**src/rtl/frame_sync_regbank.sv**
```systemverilog
module frame_sync_regbank #(
  parameter int LAYERS     = 4,
  parameter int ATTR_WORDS = 16,
  parameter int ADDR_W     = 15,
  parameter int ATTR_BASE  = 'h800,
  parameter int MAX_OFF    = 'h5800
) (
  input  logic                       clk,
  input  logic                       rst_n,
  input  logic                       bus_sel,
  input  logic                       bus_we,
  input  logic [ADDR_W-1:0]          bus_addr,
  input  logic [31:0]                bus_wdata,
  output logic [31:0]                bus_rdata,
  input  logic                       vblank,
  output logic                       eng_enable,
  output logic                       eng_start,
  output logic [LAYERS-1:0]          layer_en,
  output logic                       interlace_en,
  output logic [32*ATTR_WORDS-1:0]   attr_active
);
  localparam int WI_W = ADDR_W - 2;
  localparam int AIW  = (ATTR_WORDS > 1) ? $clog2(ATTR_WORDS) : 1;
  localparam logic [WI_W-1:0]   A_LO  = WI_W'(ATTR_BASE / 4);
  localparam logic [WI_W-1:0]   A_HI  = WI_W'(ATTR_BASE / 4 + ATTR_WORDS);
  localparam logic [ADDR_W-1:0] MAX_A = ADDR_W'(MAX_OFF);
  localparam logic [31:0] MODE_MASK = 32'((64'd1 << (LAYERS + 5)) - 1) & ~32'hC;

  logic [31:0] mode_sh, mode_act;
  logic [31:0] attr_sh  [ATTR_WORDS];
  logic [31:0] attr_act [ATTR_WORDS];
  logic        load_req, auto_dis;

  wire [WI_W-1:0] widx     = bus_addr[ADDR_W-1:2];
  wire            in_range = bus_addr <= MAX_A;
  wire            hit_mode = in_range && (widx == '0);
  wire            hit_buf  = in_range && (widx == WI_W'(1));
  wire            hit_attr = in_range && (widx >= A_LO) && (widx < A_HI);
  wire [WI_W-1:0] aoff     = widx - A_LO;
  wire [AIW-1:0]  aidx     = aoff[AIW-1:0];
  wire            wr       = bus_sel && bus_we;
  wire            arm      = wr && hit_buf && bus_wdata[0];
  wire            xfer     = vblank && (load_req || !auto_dis);

  always_ff @(posedge clk) begin
    if (!rst_n) begin
      mode_sh  <= '0;
      mode_act <= '0;
      load_req <= 1'b0;
      auto_dis <= 1'b0;
      for (int i = 0; i < ATTR_WORDS; i++) begin
        attr_sh[i]  <= '0;
        attr_act[i] <= '0;
      end
    end else begin
      if (wr && hit_mode) mode_sh <= bus_wdata & MODE_MASK;
      if (wr && hit_attr) attr_sh[aidx] <= bus_wdata;
      if (wr && hit_buf)  auto_dis <= bus_wdata[1];
      if (arm)            load_req <= 1'b1;
      else if (xfer)      load_req <= 1'b0;
      if (xfer) begin
        mode_act <= mode_sh;
        for (int i = 0; i < ATTR_WORDS; i++) attr_act[i] <= attr_sh[i];
      end
    end
  end

  always_comb begin
    bus_rdata = '0;
    if (hit_mode)      bus_rdata = mode_sh;
    else if (hit_buf)  bus_rdata = {30'd0, auto_dis, load_req};
    else if (hit_attr) bus_rdata = attr_sh[aidx];
  end

  assign eng_enable   = mode_act[0];
  assign eng_start    = mode_act[1];
  assign layer_en     = mode_act[4 +: LAYERS];
  assign interlace_en = mode_act[4 + LAYERS];

  for (genvar g = 0; g < ATTR_WORDS; g++) begin : g_out
    assign attr_active[32*g +: 32] = attr_act[g];
  end

  p_hold_no_vblank_r5: assert property (@(posedge clk) disable iff (!rst_n)
    !vblank |=> $stable(mode_act) && $stable(attr_act[0]));
  p_no_commit_r5: assert property (@(posedge clk) disable iff (!rst_n)
    vblank && auto_dis && !load_req |=> $stable(mode_act));
  p_auto_copy_r7: assert property (@(posedge clk) disable iff (!rst_n)
    vblank && !auto_dis |=> mode_act == $past(mode_sh));
  p_req_clears_r6: assert property (@(posedge clk) disable iff (!rst_n)
    vblank && load_req && !arm |=> !load_req);
  p_req_holds_r6: assert property (@(posedge clk) disable iff (!rst_n)
    load_req && !vblank |=> load_req);
  p_req_set_wins_r9: assert property (@(posedge clk) disable iff (!rst_n)
    arm |=> load_req);
  p_mode_mask_r3: assert property (@(posedge clk) disable iff (!rst_n)
    (mode_sh & ~MODE_MASK) == 32'd0);
endmodule

```
**config.mk**
```make
export PLATFORM = sky130hd
export DESIGN_NAME = frame_sync_regbank
export DESIGN_NICKNAME = d
export VERILOG_FILES = /design/src/rtl/frame_sync_regbank.sv
export SDC_FILE = /design/constraint.sdc
export NUM_CORES = 1
export LEC_CHECK = 0
export BUFFER_PORTS_ARGS = -buffer_cell sky130_fd_sc_hd__buf_2
export CAP_MARGIN = 20
export CELL_PAD_IN_SITES_DETAIL_PLACEMENT = 1
export CELL_PAD_IN_SITES_GLOBAL_PLACEMENT = 1
export CORE_ASPECT_RATIO = 0.9
export CORE_MARGIN = 5
export CORE_UTILIZATION = 30
export CTS_CLUSTER_SIZE = 10
export DETAILED_ROUTE_END_ITERATION = 10
export PLACE_DENSITY_LB_ADDON = 0.3
export SYNTH_ARGS = -nofsm -noshare
export SYNTH_HDL_FRONTEND = slang
export SYNTH_SLANG_ARGS = --single-unit
```
**constraint.sdc**
```tcl
create_clock -name clk -period 34.4 [get_ports clk]
set_input_delay 3.44 -clock clk [delete_from_list [all_inputs] [get_ports clk]]
set_output_delay 3.44 -clock clk [all_outputs]
set_load 0.05 [all_outputs]
```
# == After elaboration in Yosys (flattened, before gate mapping) ==
# Memories as Yosys holds them, arrays and structs flattened.
# Index checks and enable logic that the tools add are counted.
# classes
n_bitwise,16
eq_ne,1
n_reduce_logical,15
add_sub_neg,1
n_lt_le_gt_ge,3
mul,0
n_mux,31
div,0
shifts,0
# ops
op,n
$mux 32,20
$reduce_or 32->1,1
$or 1x1->1,16
$le 15x15->1 const B,1
$eq 13x1->1 const B,1
$ge 13x10->1 const B,1
$logic_not 13->1,1
$lt 13x10->1 const B,1
$logic_and 1x1->1,10
$mux 1,10
$mux 4,1
$sub 4x1->4 const B,1
$reduce_bool 2->1,1
$logic_not 1->1,1
$logic_or 1x1->1,1
# word_totals
mem_bits_rw,1024
n_memories,2
rom_bits,0
latchBits,0
register_bits,16
word_cells,73
out_inout_bits,551
# memory_table
name,depth,word_bits,rd,rd_ports_with_merged_regs,write_ports,line_no,rtl
attr_act,16,32,16,0,16,31,logic [31:0] attr_act [ATTR_WORDS];
attr_sh,16,32,17,0,16,30,logic [31:0] attr_sh [ATTR_WORDS];

# == Longest topological paths before layout ==
# depth
depth_word,9
depth_mapped,7

# == Worst setup path before layout ==
# No wires, ideal clock.
# synth_path
kind,input to register
start,input rst_n
end,"memory attr_act[0][0], enable pin"
setup_ns,0.856
slack_ns,19.829
t_arrival_ns,13.715
cell_stages,4
path_cell_list,buf_2 -> and2_1 -> clkbuf_1 -> inv_1
# synth_rtl
item,line_no,rtl
from (decl),9,"input logic rst_n,"
to (decl),31,

# == Worst setup path after layout ==
# layout_path
start,input bus_addr[2]
end,output bus_rdata[10]
# layout_via
elab_chain_cells,6
# layout_rtl
item,line_no,rtl
from (decl),12,"input logic [ADDR_W-1:0] bus_addr,"
branches (longest 5 deep; another with $mem_v2 16x32),n/a,
$mux 32 *,70,if (hit_mode) bus_rdata = mode_sh;
to (decl),14,"output logic [31:0] bus_rdata,"
# Mark *: on every way between the ends.

==> results.yml <==
status:
  outcome: "finished, final reports clean"
pwr:
  power.density_nw_per_um2: 58.6
  seq_power_share: 0.503
  leakage_nw: 19.6
  ir_worst_vdd_uv: 42.2
  intPower_w: 0.00219
  switching_share: 0.273
  pwr-share-comb: 0.119
  clock_power_share: 0.378
  p_sw_w: 0.000823
clock_tree:
  htree_levels: 3
  clockBufferDepth: 3
  clkTransAtPathRegs_ns: 0.06
  ctsHoldBuffers: 0
  root_buffer: "clkbuf_16"
  numCtsBuffers: 120
  cts_tree: "yes"
  cts_resized: 0
  clk_latency_ns: 0.74
  cts_setup_buffers: 0
  cts_sinks: 1040
drt:
  first_iter_violations: 2092
  vias: 24500
  wl_per_cell_um: 28.6
  firstDrtPassIters: 7
  ant_nets: 0
  drc: 0
  drt-total-wl_um: 148000
  viasPerCell: 4.75
global_routing:
  grt_util_met2: 0.287
  grt.busiest_layer: "met2"
  grt_max_degree: 289
  antenna_found_initial: 18
  grt_use_met1: 0.269
  gr-total-overflow: 0
  grt_pass1_wl_um: 204000
  met3_usage: 0.0585
  grt_pass1_vias: 25200
  track_usage: 0.192
synth:
  syn_avg_cell_area_um2: 16.3
  synthArstFlopShare: 0
  yosys_most_used_dff: "edfxtp_1"
  synth_enable_flop_cells: 1024
  ys_seq_area_frac: 0.725
  ys_ff_latch: 1040
  synthDistinctLibCells: 40
  synthCells: 2637
  syn_nets: 2689
  synth_top_area_cell: "edfxtp_1"
  synth.area.top_cells: "edfxtp_1 (72%), and2_1 (15%), mux4_2 (6.8%), clkbuf_1 (1.0%), dfxtp_1 (0.75%)"
  synth_top_cell_area_share: 0.717
  syn-cell-area_um2: 42900
  yosys_warnings: 0
final_layout:
  n_fill_cell: 14500
  layout_commonest_cell: "and2_1"
  nets: 3265
  areaGrowthSynthToFinish_pct: 19.8
  final_cell_mix: "and2_1 (1025), edfxtp_1 (1024), buf_2 (597)"
  drive_above_1_share: 0.292
  design_area_um2: 51300
timing:
  max_slew_margin: 0.272
  setup_tns_ns: 0
  worstMarginPinSlew_ns: 1.09
  min_period_over_period: 0.299
  drv_slew: 0
  fin_hold_ws_ns: 0.494
  setup_viol: 0
  skew_ns: 0.0275
  hold_viol: 0
  period_minus_slack_ns: 10.29
  grt_setup_unrepaired: "false"
  max_clock_freq_mhz: 97.2
critical_path:
  ff2ff_path_depth: 5
  criticalPathCategory: "in -> out"
  crit_arrival_ns: 6.85
  start_kind: "primary input"
  worstPathRequired_ns: 30.96
  end_kind: "output port"
  worst-path-max-fanout: 37
die:
  ios: 603
  start_util: 0.302
  rows: 131
  die_area_um2: 151000
  die_w_um: 408
  fp.dieH_um: 369
  core-area_um2: 142000
placed_design:
  port_buffers: 600
  dpl.hpwl_um: 102000
  placed_area_um2: 47900
  gp_congestion: 0.803
worst_hold_path:
  worstHoldPathType: "reg -> reg"
  min_path_cells: 2
run:
  max_cap_violations: 0
metrics by stage:
step	power [W]	instances	utilization	setup WS (ns)
3_3_place_gp	0.00190	4952	0.338	24.09
3_5_place_dp	0.00190	4952	0.338	24.08
2_1_floorplan	0.00177	2637	-	19.83
4_1_cts	0.00305	5128	0.361	24.08
6_report	0.00301	5151	0.362	24.11
5_1_grt	0.00312	5132	0.362	23.90
critical path, cell delays in order:
cell	delay, ns
buf_8	0.39
buf_4	0.74
buf_4	0.62
mux4_2	0.33
nor2b_1	0.13
a31oi_1	0.06
a31oi_1	0.59
buf_2	0.40
Yosys cell counts (7+ instances only):
cell type  number
clkbuf_1      118
nor3_2         16
mux2i_1        12
dfxtp_1        16
nor2b_1        25
edfxtp_1     1024
clkbuf_2       48
nand2_1        41
nand2b_1       42
inv_1           8
and2_1       1025
a31oi_1        48
o22ai_1         7
mux4_2        130
a22o_1          7
buf_2          15
nor2_1         11
kinds of logic (layout without fill, tap and decap cells):
| logic type | after synthesis | after routing | synth area share |
|---|---|---|---|
| multiplexers | 142 | 142 | 0.0711 |
| AND/OR/NAND/NOR | 1182 | 1182 | 0.173 |
| AO/OA/AOI/OAI | 73 | 73 | 0.0114 |
| flip-flops | 1040 | 1040 | 0.725 |
| buffers and inverters | 200 | 830 | 0.0201 |
| other | 0 | 22 | 0 |
registers in the layout, summed over array words and instances (netlist names):
register and flops:
auto_dis 1, mode_sh 7, load_req 1, mode_act 7
attr_sh 512, attr_act 512
power by group through the flow:
stage / clock network (W) / registers [W] / logic (W)
after floorplan: 0 / 0.00169 / 0.0000863
after global placement: 0 / 0.00154 / 0.000360
after detailed placement: 0 / 0.00154 / 0.000361
after CTS: 0.00117 / 0.00152 / 0.000362
after global routing: 0.00122 / 0.00152 / 0.000372
final: 0.00114 / 0.00151 / 0.000357
area by class of cell:
class	count	area (um^2)	share of cell area
Timing Repair Buffer	646	3430	0.0668
Tap cell	1862	2330	0.0454
Multi-Input combinational cell	1397	11100	0.216
Sequential cell	1040	31100	0.605
Inverter	8	37.5	0.000731
Clock inverter	21	183	0.00356
Antenna cell	22	55.1	0.00107
Clock buffer	155	3130	0.0611
per-layer routing:
layer | part of all wire | up-vias
li1 | - | 10600
met5 | 0.000088 | -
met1 | 0.45 | 12800
met3 | 0.085 | 184
met2 | 0.44 | 832
met4 | 0.030 | 2
final timing paths:
kind                                 from  slack [ns]                             end
setup / recovery              bus_addr[2]       24.11                   bus_rdata[10]
hold / removal    mode_sh[8]$_SDFFE_PN0P_        0.49         mode_sh[8]$_SDFFE_PN0P_
setup reg to reg    load_req$_SDFFE_PN0P_       30.97  attr_act[1][114]$_SDFFCE_PN0P_
hold reg to reg   mode_sh[8]$_SDFFE_PN0P_        0.49         mode_sh[8]$_SDFFE_PN0P_
No activity file was read; power rests on OpenSTA's default activity.
